$ cat src/rtl/trap_seq_pkg.sv
// Package: shared event encoding and bit positions for the trap-entry logic.
// Assumes a 32-bit status word with the bit map listed below.
package trap_seq_pkg;

    typedef enum logic [2:0] {
        EV_NONE  = 3'd0,
        EV_HWEXC = 3'd1,
        EV_MMU   = 3'd2,
        EV_HWBRK = 3'd3,
        EV_SWBRK = 3'd4,
        EV_IRQ   = 3'd5
    } trap_ev_e;

    // Machine-status bit positions
    localparam int MSR_IE  = 1;
    localparam int MSR_BIP = 3;
    localparam int MSR_EIP = 9;
    localparam int MSR_UM  = 11;
    localparam int MSR_UMS = 12;
    localparam int MSR_VM  = 13;
    localparam int MSR_VMS = 14;

    // Exception-status bit positions and MMU codes
    localparam int ESR_STORE = 10;
    localparam int ESR_DSLOT = 12;
    localparam int CODE_W    = 5;
    localparam logic [CODE_W-1:0] CODE_PROT_DATA  = 5'd16;
    localparam logic [CODE_W-1:0] CODE_PROT_FETCH = 5'd17;
    localparam logic [CODE_W-1:0] CODE_MISS_DATA  = 5'd18;
    localparam logic [CODE_W-1:0] CODE_MISS_FETCH = 5'd19;

    // Link register indices
    localparam int REG_IDX_W = 5;
    localparam logic [REG_IDX_W-1:0] LINK_EXC = 5'd17;
    localparam logic [REG_IDX_W-1:0] LINK_BRK = 5'd16;
    localparam logic [REG_IDX_W-1:0] LINK_IRQ = 5'd14;

    // Vector offsets from the base
    localparam int OFS_IRQ = 'h10;
    localparam int OFS_BRK = 'h18;
    localparam int OFS_EXC = 'h20;

endpackage

$ cat src/rtl/trap_arbiter.sv
// Module: picks the single event to take this cycle and flags recursive MMU faults.
// Assumes requests are level signals sampled every cycle; purely combinational.
module trap_arbiter
    import trap_seq_pkg::*;
(
    input  logic     hwexc_req,
    input  logic     mmu_req,
    input  logic     hwbrk_req,
    input  logic     swbrk_req,
    input  logic     irq_req,
    input  logic     exc_unit_en,
    input  logic     in_dslot,
    input  logic     imm_prefix,
    input  logic     st_ie,
    input  logic     st_eip,
    input  logic     st_bip,
    output trap_ev_e ev,
    output logic     dbl_hit
);

    logic irq_ok;
    logic hwexc_ok;

    // Gate each request by its acceptance condition.
    always_comb begin
        irq_ok   = irq_req & st_ie & ~st_eip & ~st_bip & ~in_dslot & ~imm_prefix;
        hwexc_ok = hwexc_req & exc_unit_en;
        dbl_hit  = mmu_req & st_eip;
    end

    // Fixed-priority selection, one winner at most.
    always_comb begin
        ev = EV_NONE;
        if (dbl_hit)        ev = EV_NONE;
        else if (mmu_req)   ev = EV_MMU;
        else if (hwexc_ok)  ev = EV_HWEXC;
        else if (hwbrk_req) ev = EV_HWBRK;
        else if (swbrk_req) ev = EV_SWBRK;
        else if (irq_ok)    ev = EV_IRQ;
    end

endmodule

$ cat src/rtl/trap_status.sv
// Module: computes the new status word and exception-status value for an entry.
// Assumes the status bit map from trap_seq_pkg; purely combinational.
module trap_status
    import trap_seq_pkg::*;
#(
    parameter int XLEN = 32
) (
    input  trap_ev_e            ev,
    input  logic [XLEN-1:0]     msr_in,
    input  logic                in_dslot,
    input  logic                mmu_is_miss,
    input  logic                mmu_is_fetch,
    input  logic                mmu_is_store,
    input  logic [CODE_W-1:0]   exc_cause,
    output logic [XLEN-1:0]     msr_next,
    output logic [XLEN-1:0]     esr_next,
    output logic                esr_we,
    output logic                ear_we,
    output logic                btr_we,
    output logic                flags_clr
);

    logic              is_exc;
    logic              is_brk;
    logic [XLEN-1:0]   mode_saved;
    logic [CODE_W-1:0] mmu_code;

    // Classify the event into exception-like and break-like entries.
    always_comb begin
        is_exc = (ev == EV_HWEXC) || (ev == EV_MMU);
        is_brk = (ev == EV_HWBRK) || (ev == EV_SWBRK);
    end

    // Save mode bits one position up, clear live and old saved copies, set progress bits.
    always_comb begin
        mode_saved           = '0;
        mode_saved[MSR_UMS]  = msr_in[MSR_UM];
        mode_saved[MSR_VMS]  = msr_in[MSR_VM];
        msr_next             = msr_in;
        msr_next[MSR_UM]     = 1'b0;
        msr_next[MSR_UMS]    = 1'b0;
        msr_next[MSR_VM]     = 1'b0;
        msr_next[MSR_VMS]    = 1'b0;
        msr_next             = msr_next | mode_saved;
        if (is_exc) msr_next[MSR_EIP] = 1'b1;
        if (is_brk) msr_next[MSR_BIP] = 1'b1;
    end

    // Select the MMU fault code from miss/protection and fetch/data.
    always_comb begin
        if (mmu_is_miss) mmu_code = mmu_is_fetch ? CODE_MISS_FETCH : CODE_MISS_DATA;
        else             mmu_code = mmu_is_fetch ? CODE_PROT_FETCH : CODE_PROT_DATA;
    end

    // Assemble the exception-status word and the register write strobes.
    always_comb begin
        esr_next = '0;
        if (ev == EV_MMU) begin
            esr_next[CODE_W-1:0] = mmu_code;
            esr_next[ESR_STORE]  = mmu_is_store;
        end else begin
            esr_next[CODE_W-1:0] = exc_cause;
        end
        esr_next[ESR_DSLOT] = in_dslot;
        esr_we    = is_exc;
        ear_we    = (ev == EV_MMU);
        btr_we    = is_exc & in_dslot;
        flags_clr = is_exc;
    end

endmodule

$ cat src/rtl/trap_vector.sv
// Module: computes the redirect target and link-register write for the chosen event.
// Assumes a fixed vector base; purely combinational.
module trap_vector
    import trap_seq_pkg::*;
#(
    parameter int              XLEN = 32,
    parameter logic [XLEN-1:0] BASE = '0
) (
    input  trap_ev_e               ev,
    input  logic [XLEN-1:0]        cur_pc,
    input  logic [XLEN-1:0]        branch_target,
    output logic [XLEN-1:0]        pc_next,
    output logic                   link_we,
    output logic [REG_IDX_W-1:0]   link_idx,
    output logic [XLEN-1:0]        link_data
);

    localparam logic [XLEN-1:0] VEC_EXC = BASE + XLEN'(OFS_EXC);
    localparam logic [XLEN-1:0] VEC_BRK = BASE + XLEN'(OFS_BRK);
    localparam logic [XLEN-1:0] VEC_IRQ = BASE + XLEN'(OFS_IRQ);
    localparam logic [XLEN-1:0] INSN_BYTES = XLEN'(4);

    // Map each event class onto its vector, link register and link value.
    always_comb begin
        pc_next   = '0;
        link_we   = 1'b0;
        link_idx  = '0;
        link_data = '0;
        case (ev)
            EV_HWEXC: begin
                pc_next   = VEC_EXC;
                link_we   = 1'b1;
                link_idx  = LINK_EXC;
                link_data = cur_pc + INSN_BYTES;
            end
            EV_MMU: begin
                pc_next   = VEC_EXC;
                link_we   = 1'b1;
                link_idx  = LINK_EXC;
                link_data = cur_pc;
            end
            EV_HWBRK: begin
                pc_next   = VEC_BRK;
                link_we   = 1'b1;
                link_idx  = LINK_BRK;
                link_data = cur_pc;
            end
            EV_SWBRK: begin
                pc_next   = branch_target;
            end
            EV_IRQ: begin
                pc_next   = VEC_IRQ;
                link_we   = 1'b1;
                link_idx  = LINK_IRQ;
                link_data = cur_pc;
            end
            default: begin
                pc_next   = '0;
            end
        endcase
    end

endmodule

$ cat src/rtl/trap_entry_seq.sv
// Module: top of the trap-entry sequencer; registers the chosen redirect and
// all register updates, and holds the sticky double-fault flag.
// Assumes the pipeline applies the outputs on rdr_valid and drops requests once served.
module trap_entry_seq
    import trap_seq_pkg::*;
#(
    parameter int              XLEN = 32,
    parameter logic [XLEN-1:0] BASE = '0
) (
    input  logic                 clk,
    input  logic                 rst_n,
    input  logic [XLEN-1:0]      cur_pc,
    input  logic                 in_dslot,
    input  logic                 imm_prefix,
    input  logic [XLEN-1:0]      branch_target,
    input  logic [XLEN-1:0]      msr_in,
    input  logic                 exc_unit_en,
    input  logic                 hwexc_req,
    input  logic [CODE_W-1:0]    exc_cause,
    input  logic                 mmu_req,
    input  logic [XLEN-1:0]      mmu_addr,
    input  logic                 mmu_is_miss,
    input  logic                 mmu_is_fetch,
    input  logic                 mmu_is_store,
    input  logic                 hwbrk_req,
    input  logic                 swbrk_req,
    input  logic                 irq_req,
    output logic                 rdr_valid,
    output logic [XLEN-1:0]      rdr_pc,
    output logic                 link_we,
    output logic [REG_IDX_W-1:0] link_idx,
    output logic [XLEN-1:0]      link_data,
    output logic [XLEN-1:0]      msr_out,
    output logic                 esr_we,
    output logic [XLEN-1:0]      esr_out,
    output logic                 ear_we,
    output logic [XLEN-1:0]      ear_out,
    output logic                 btr_we,
    output logic [XLEN-1:0]      btr_out,
    output logic                 flags_clr,
    output logic                 dbl_fault
);

    localparam logic [XLEN-1:0] VEC_IRQ = BASE + XLEN'(OFS_IRQ);

    trap_ev_e               ev;
    logic                   dbl_hit;
    logic                   take;
    logic [XLEN-1:0]        pc_c;
    logic                   link_we_c;
    logic [REG_IDX_W-1:0]   link_idx_c;
    logic [XLEN-1:0]        link_data_c;
    logic [XLEN-1:0]        msr_c;
    logic [XLEN-1:0]        esr_c;
    logic                   esr_we_c;
    logic                   ear_we_c;
    logic                   btr_we_c;
    logic                   flags_clr_c;

    trap_arbiter arb_i (
        .hwexc_req   (hwexc_req),
        .mmu_req     (mmu_req),
        .hwbrk_req   (hwbrk_req),
        .swbrk_req   (swbrk_req),
        .irq_req     (irq_req),
        .exc_unit_en (exc_unit_en),
        .in_dslot    (in_dslot),
        .imm_prefix  (imm_prefix),
        .st_ie       (msr_in[MSR_IE]),
        .st_eip      (msr_in[MSR_EIP]),
        .st_bip      (msr_in[MSR_BIP]),
        .ev          (ev),
        .dbl_hit     (dbl_hit)
    );

    trap_status #(.XLEN(XLEN)) status_i (
        .ev           (ev),
        .msr_in       (msr_in),
        .in_dslot     (in_dslot),
        .mmu_is_miss  (mmu_is_miss),
        .mmu_is_fetch (mmu_is_fetch),
        .mmu_is_store (mmu_is_store),
        .exc_cause    (exc_cause),
        .msr_next     (msr_c),
        .esr_next     (esr_c),
        .esr_we       (esr_we_c),
        .ear_we       (ear_we_c),
        .btr_we       (btr_we_c),
        .flags_clr    (flags_clr_c)
    );

    trap_vector #(.XLEN(XLEN), .BASE(BASE)) vector_i (
        .ev            (ev),
        .cur_pc        (cur_pc),
        .branch_target (branch_target),
        .pc_next       (pc_c),
        .link_we       (link_we_c),
        .link_idx      (link_idx_c),
        .link_data     (link_data_c)
    );

    // A redirect is issued whenever the arbiter picked an event.
    always_comb take = (ev != EV_NONE);

    // Register strobes each cycle so that every strobe lasts one cycle.
    always_ff @(posedge clk) begin
        if (!rst_n) begin
            rdr_valid <= 1'b0;
            link_we   <= 1'b0;
            esr_we    <= 1'b0;
            ear_we    <= 1'b0;
            btr_we    <= 1'b0;
            flags_clr <= 1'b0;
        end else begin
            rdr_valid <= take;
            link_we   <= link_we_c;
            esr_we    <= esr_we_c;
            ear_we    <= ear_we_c;
            btr_we    <= btr_we_c;
            flags_clr <= flags_clr_c;
        end
    end

    // Capture redirect data and register values only when an event is taken.
    always_ff @(posedge clk) begin
        if (!rst_n) begin
            rdr_pc    <= '0;
            link_idx  <= '0;
            link_data <= '0;
            msr_out   <= '0;
            esr_out   <= '0;
            ear_out   <= '0;
            btr_out   <= '0;
        end else if (take) begin
            rdr_pc    <= pc_c;
            link_idx  <= link_idx_c;
            link_data <= link_data_c;
            msr_out   <= msr_c;
            if (esr_we_c) esr_out <= esr_c;
            if (ear_we_c) ear_out <= mmu_addr;
            if (btr_we_c) btr_out <= branch_target;
        end
    end

    // Sticky recursive-fault flag.
    always_ff @(posedge clk) begin
        if (!rst_n) dbl_fault <= 1'b0;
        else        dbl_fault <= dbl_fault | dbl_hit;
    end


    mode_off_on_entry_chk: assert property (@(posedge clk) disable iff (!rst_n)
        rdr_valid |-> (!msr_out[MSR_UM] && !msr_out[MSR_VM]));


    link_needs_redirect_chk: assert property (@(posedge clk) disable iff (!rst_n)
        link_we |-> rdr_valid);


    irq_gate_chk: assert property (@(posedge clk) disable iff (!rst_n)
        (rdr_valid && link_we && link_idx == LINK_IRQ && rdr_pc == VEC_IRQ) |->
        ($past(msr_in[MSR_IE]) && !$past(msr_in[MSR_EIP]) && !$past(msr_in[MSR_BIP])
         && !$past(in_dslot) && !$past(imm_prefix)));


    dbl_sticky_chk: assert property (@(posedge clk) disable iff (!rst_n)
        dbl_fault |=> dbl_fault);


    dbl_no_redirect_chk: assert property (@(posedge clk) disable iff (!rst_n)
        $rose(dbl_fault) |-> !rdr_valid);


    flags_clr_exc_chk: assert property (@(posedge clk) disable iff (!rst_n)
        flags_clr |-> (rdr_valid && msr_out[MSR_EIP] && esr_we));


    ear_with_esr_chk: assert property (@(posedge clk) disable iff (!rst_n)
        ear_we |-> (esr_we && link_idx == LINK_EXC));


    one_progress_bit_chk: assert property (@(posedge clk) disable iff (!rst_n)
        rdr_valid |-> !(esr_we && !msr_out[MSR_EIP]));

endmodule

$ cat config.mk
export PLATFORM = sky130hd
export DESIGN_NAME = trap_entry_seq
export DESIGN_NICKNAME = d
export VERILOG_FILES = /design/src/rtl/trap_seq_pkg.sv /design/src/rtl/trap_arbiter.sv /design/src/rtl/trap_status.sv /design/src/rtl/trap_vector.sv /design/src/rtl/trap_entry_seq.sv
export SDC_FILE = /design/constraint.sdc
export NUM_CORES = 1
export LEC_CHECK = 0
export ABC_AREA = 1
export BUFFER_PORTS_ARGS = -buffer_cell sky130_fd_sc_hd__buf_2
export CAP_MARGIN = 20
export CORE_UTILIZATION = 43
export CTS_CLUSTER_DIAMETER = 150
export DETAILED_ROUTE_END_ITERATION = 8
export PLACE_DENSITY = 0.82
export SETUP_SLACK_MARGIN = 0.3
export SYNTH_ARGS = -nofsm -noshare
export SYNTH_HDL_FRONTEND = slang
export SYNTH_SLANG_ARGS = --single-unit
$ cat constraint.sdc
create_clock -name clk -period 1.5 [get_ports clk]
set_clock_uncertainty 0.1 [all_clocks]
set_input_delay 0.3 -clock clk [delete_from_list [all_inputs] [get_ports clk]]
set_output_delay 0.3 -clock clk [all_outputs]
set_load 0.005 [all_outputs]
---- Word-level counts from Yosys, hierarchy flattened ----
Index checks and enable logic that the tools add are counted.
operators by class
  add/sub/neg operators ................... 1
  multipliers ............................. 0
  divide/modulo/power cells ............... 0
  $lt $le $gt $ge ......................... 0
  equal/unequal tests ..................... 5
  shift operators ......................... 0
  muxes and demuxes ....................... 17
  bitwise operators ....................... 14
  reduce and logical (&&, ||, !) cells .... 9
operator list
  operator                 number
  $pmux W32 S4             1
  $pmux W32 S2             1
  $add A32 B3 Y32 const B  1
  $or A32 B15 Y32          1
  $mux W3                  6
  $pmux W5 S3              1
  $mux W5                  2
  $and A1 B1 Y1            8
  $eq A3 B2 Y1 const B     2
  $eq A3 B3 Y1 const B     2
  $mux W1                  6
  $reduce_and A2 Y1        3
  $not A1 Y1               4
  $reduce_or A4 Y1         1
  $eq A3 B1 Y1 const B     1
  $reduce_bool A3 Y1       1
  $reduce_or A3 Y1         1
  $logic_or A1 B1 Y1       2
  $reduce_or A2 Y1         1
  $or A1 B1 Y1             1
storage, ports and cells
  register bits ........................... 178
  latch bits .............................. 0
  memory bits (writable) .................. 0
  ROM bits ................................ 0
  input port bits ......................... 146
  memories ................................ 0

---- Depth between registers and ports, before layout ----
  word-level depth ........................ 15
  gate-level depth with buffers ........... 13

---- Modules after synthesis ----
From an unflattened synthesis, not the netlist that was laid out.
unflattened totals
  cell total of the unflattened synthesis .. 1562
  area, all modules ....................... 10352.4 um^2
modules (own cells, without submodules)
  module          instances  cells each  area each (um^2)
  trap_entry_seq  1          1091        7975.1
  trap_vector     1          367         1725.4
  trap_status     1          86          565.5
  trap_arbiter    1          18          86.3

---- Worst setup path after synthesis ----
Ideal clock, no wire load.
  path type ............................... in2reg
  start ................................... input port cur_pc[2]
  end ..................................... register link_data[24]
  library setup time ...................... 112 ps
  data arrival time ....................... 1370 ps
  data required time ...................... 1288 ps
  path slack .............................. -82 ps
  stages .................................. 12
  path buffers ............................ 0
  cells stage by stage .................... ha_1 nand2_1 nor2_1 nand2_1 nor2_1 nand2_1 nor2_1 nand2_1 nand3_1 nand2_1 nand2_1 nand2_1
on the way
  longest elaborated chain between the ends .. 2
ends and longest elaborated chain
  item                  line                   source
  from (decl)           trap_entry_seq.sv:12   input logic [XLEN-1:0] cur_pc,
  $add A32 B3 Y32       trap_vector.sv:34      link_data = cur_pc + INSN_BYTES;
  $pmux W32 S2          trap_vector.sv:29      case (ev)
  to (signal assigned)  trap_entry_seq.sv:137  link_data <= link_data_c;
  to (decl)             trap_entry_seq.sv:32   output logic [XLEN-1:0] link_data,
No other way between the ends.
A chain may end at the register's enable or synchronous reset.

---- Worst setup path after layout ----
  start ................................... input port imm_prefix
  end ..................................... register btr_out[20]
on the way
  longest elaborated chain between the ends .. 12
ends and longest elaborated chain
  item                                          line                   source
  from (decl)                                   trap_entry_seq.sv:14   input logic imm_prefix,
  $not A1 Y1 (*)                                trap_arbiter.sv:26     irq_ok = irq_req & st_ie & ~st_eip & ~st_bip & ~in_dslot & ~imm_prefix;
  $and A1 B1 Y1 (*)                             trap_arbiter.sv:26
  $mux W3 (*)                                   trap_arbiter.sv:39     else if (irq_ok) ev = EV_IRQ;
  $mux W3 (*)                                   trap_arbiter.sv:38     else if (swbrk_req) ev = EV_SWBRK;
  $mux W3 (*)                                   trap_arbiter.sv:37     else if (hwbrk_req) ev = EV_HWBRK;
  $mux W3 (*)                                   trap_arbiter.sv:36     else if (hwexc_ok) ev = EV_HWEXC;
  $mux W3 (*)                                   trap_arbiter.sv:35     else if (mmu_req) ev = EV_MMU;
  $mux W3 (*)                                   trap_arbiter.sv:34     if (dbl_hit) ev = EV_NONE;
  $eq A3 B1 Y1 or $eq A3 B2 Y1 (tied branches)  trap_status.sv:30      is_exc = (ev == EV_HWEXC) || (ev == EV_MMU);
  $logic_or A1 B1 Y1                            trap_status.sv:30
  $and A1 B1 Y1                                 trap_status.sv:67      btr_we = is_exc & in_dslot;
  $reduce_and A2 Y1 (no line) (*)               --
  to (signal assigned)                          trap_entry_seq.sv:141  if (btr_we_c) btr_out <= branch_target;
  to (decl)                                     trap_entry_seq.sv:39   output logic [XLEN-1:0] btr_out,
Every way passes the cells marked *; elsewhere a longest branch is shown, timed or not.

==> impl_table.tex <==
\begin{tabular}{lr}
\hline
Metric & Value \\
\hline
\multicolumn{2}{l}{\textbf{Layout}} \\
Number of fill cells & 1157 \\
Fraction of layout instances using a drive strength above 1 & 51.4\% \\
NumNets Final & 1748 \\
Area added between synthesis and finish & 71.5\% \\
Fin area & between 10000 and 15000 sq um \\
\multicolumn{2}{l}{\textbf{Placement}} \\
Last weighted congestion value of the routability-driven placer & $\sim$0.92 \\
IO Port Bufs & 320 \\
Area post-placement & 10200 sq um \\
Placed wire-length estimate & between 15000 and 20000 microns \\
\multicolumn{2}{l}{\textbf{Yosys}} \\
Multiplexer share of the synthesized area & 0\% \\
Post-Synth Simple-Gate Area & 35.1\% \\
Portion of synthesized cell area occupied by the leading cell type & 44.4\% \\
Number of synthesized flops with an enable pin & 0 \\
Avg Inst Size Synth & 6.72 sq um \\
Cell type with the highest aggregate area in the netlist & dfxtp\_1 \\
Share of flip-flops with an asynchronous set or reset after synthesis & 0\% \\
Synthesized flop and latch total & 174 \\
Sequential element share of the synthesized area & 44.4\% \\
Cell area after technology mapping & 7840 sq um \\
Most numerous cell types in the synthesized netlist & 360 x nand2\_1, 216 x nor2\_1, 174 x dfxtp\_1 \\
Synthesized instance count & 1166 \\
Synth cell types & 32 \\
Compound-Gate Fraction of Synth Area & 9.59\% \\
Synth Area in XOR/XNOR & 0.335\% \\
Main combinational cell family by area after synthesis & simple AND/OR/NAND/NOR gates \\
Synth area leaders & dfxtp\_1 44\%, nand2\_1 17\%, nor2\_1 10\%, nand3\_1 4.9\%, a21oi\_1 4.5\% \\
Dominant register cell in the synthesized netlist & dfxtp\_1 \\
Most common cell in the synthesized netlist & nand2\_1 \\
Adder-cell share of the synthesized area & less than 1\% \\
Warning count from the yosys run & 0 \\
\multicolumn{2}{l}{\textbf{Worst setup path}} \\
Max Fanout on Critical Path & 7 \\
Type of origin of the critical path & input port \\
Required time of the critical path & about 1.7 ns \\
Classification of the worst setup path & input port to flop \\
Capturing element type of the critical path & flop \\
Worst EP arrival & 2.00 ns \\
\multicolumn{2}{l}{\textbf{Power and ir drop}} \\
Clock network fraction of design power & 35.8\% \\
Reported net switching power & 4.04 mW \\
Share of power burned in registers & roughly 40\% \\
Int Power & 9.25 mW \\
Reported leakage power & about 6.6 nW \\
Final total power & 13.3 mW \\
Net switching share of the total power & 30.4\% \\
Power Density & 989 nW/um\^{}2 \\
Power share of the combinational group & 24.6\% \\
Worst ir drop on vdd & between 0.8 and 0.9 mV \\
\multicolumn{2}{l}{\textbf{STA}} \\
Worst Tran Pin Value & 0.979 ns \\
Final setup violation count & 120 \\
Final worst path period share & 117\% \\
Final setup TNS & -7.96 ns \\
Setup repair after global routing missed its margin & true \\
Number of max-slew violations in the final report & 0 \\
Peak clock frequency supported by timing & 568 MHz \\
Number of failing hold endpoints at the final stage & 1 \\
Final Critical Period & between 1.5 and 2 ns \\
Post-route worst hold slack & -0.000519 ns \\
Relative slew slack & 34.7\% \\
Final Worst Setup Slack & -0.260 ns \\
\multicolumn{2}{l}{\textbf{Global routing}} \\
Vias in the first global route & 8521 \\
Aggregate global-route resource usage & 28.8\% \\
Antenna violations before repair & 1 \\
Wire length of the first global-routing pass & 41600 microns \\
Total grt overflow & 0 \\
Largest net degree at the start of global routing & 69 \\
\multicolumn{2}{l}{\textbf{Route}} \\
Wire length per cell & a little under 20 microns \\
DRC violation count after routing & 0 \\
DRT Pass-1 Iters & 7 \\
Vias post-DR & about 10000 \\
Number of vias per cell & 5.42 \\
1st-iter DRT viols & 948 \\
Final WL & 35900 microns \\
Final antenna-violating net count & 0 \\
\multicolumn{2}{l}{\textbf{Floorplan}} \\
Floorplan Core Area & $\sim$18000 sq um \\
Vertical die dimension & between 100 and 150 microns \\
Horiz. Die Dim & around 140 microns \\
Die footprint & about 19000 sq um \\
Floorplan row count & 49 \\
Ports & 350 \\
Starting Density & 43.8\% \\
\multicolumn{2}{l}{\textbf{Run status}} \\
Failing checks & hold timing, setup timing \\
Outcome & complete, but fails checks \\
\multicolumn{2}{l}{\textbf{Clock tree}} \\
CTS tree & yes \\
Clock buffers created by TritonCTS & 17 \\
Clock slew at the register clock pins of the worst setup and hold paths & 0.08 ns \\
Sinks on the clock net & 174 \\
Clock root buffer & clkbuf\_16 \\
Clock buffer depth & 2 \\
H-tree level count & 4 \\
Worst skew pair latency & between 0.4 and 0.5 ns \\
\multicolumn{2}{l}{\textbf{Job}} \\
Maximum capacitance violations & 0 \\
\multicolumn{2}{l}{\textbf{Min path}} \\
Min-delay worst type & input port to flop \\
\hline
\end{tabular}
final timing paths:
kind | from | to | slack (ns) | depth (start not counted)
worst max-delay path | imm_prefix | btr_out[20] | -0.26 | 12
worst min-delay path | mmu_addr[1] | ear_out[1] | -0.0005 | 3
worst min register to register | link_data[8] | link_data[8] | 0.34 | 2
worst max register to register | msr_out[8] | msr_out[8] | 0.54 | 2
routing by layer:
metal | vias up | global-route usage, % | wire [microns]
met2 | 676 | 50.5 | 17400
met3 | 209 | 7.56 | 3250
met1 | 4621 | 32.5 | 12700
li1 | 4482 | - | -
met5 | - | 0 | 0
met4 | 0 | 12.7 | 2470
critical path, cell delays in order:
cell	delay, ns
buf_8	0.11
clkinv_8	0.05
nand2_4	0.06
nor2_4	0.15
nand3_4	0.15
nand2_8	0.15
nand4_1	0.18
buf_6	0.21
nand2_8	0.13
clkbuf_16	0.17
a21oi_1	0.07
nor2_1	0.25
flip-flops by register name (all words and copies together), names as in the netlist:
signal,cells
esr_out,7
btr_out,32
ear_we,1
btr_we,1
rdr_valid,1
flags_clr,1
link_data,32
ear_out,32
dbl_fault,1
link_we,1
link_idx,3
msr_out,30
rdr_pc,32
power groups by stage:
stage	Combinational [mW]	Clock [mW]	Sequential, mW
final	3.27	4.76	5.26
after floorplan	1.09	0	5.25
after detailed placement	2.07	0	5.22
after global routing	3.46	4.98	5.29
after global placement	2.04	0	5.21
after CTS	2.42	4.72	5.21
what timing repair did:
action / 4_1_cts / 5_1_grt
setup endpoints to repair: 340 / 347
resized for setup: 255 / 239
hold endpoints to repair: 29 / 0
buffers inserted: 16 / 11
cloned: 3 / 21
hold buffers: 29 / 0
pin swaps: 14 / 68
cells by family after synthesis:
family | Yosys count
compound gates | 146
xor+xnor | 3
simple gates | 679
flops | 174
fa+ha+maj | 1
other cells | 1
buf+inv | 162
cell usage in the layout (no fill, tap or decap), types with 9 or more instances in the layout:
master         count
nand2_1          323
buf_2            248
nor2_1           170
dfxtp_2          159
buf_4             80
buf_6             76
inv_1             58
nand3_1           43
a21oi_1           40
o21ai_0           33
clkbuf_16         33
nand3_2           31
nor2_4            30
o21ai_1           29
dlygate4sd3_1     29
a21oi_2           28
conb_1            27
nor2_2            19
nand2_4           19
nand2_2           17
buf_12            17
dfxtp_1           13
nand2_8            9
layout make-up:
type	count	area [sq um]	area share, %
Sequential cell	174	3690	27.5
Timing Repair Buffer	479	3990	29.7
Tap cell	229	287	2.13
Antenna cell	1	2.50	0.0186
Clock buffer	18	429	3.19
Multi-Input combinational cell	857	4550	33.8
Inverter	72	315	2.35
Clock inverter	13	179	1.33
stage by stage:
stage,utilization [%],instances,hold slack [ns],setup WS [ns]
2_1_floorplan,-,1192,0.303,-0.0193
3_3_place_gp,56.7,1731,0.327,-0.387
3_5_place_dp,56.7,1731,0.335,-0.432
4_1_cts,66.8,1810,0.00247,0.147
5_1_grt,75.1,1843,0.00910,-0.232
6_report,75.1,1843,-0.000519,-0.260
Power figures use the tool's default switching activity.
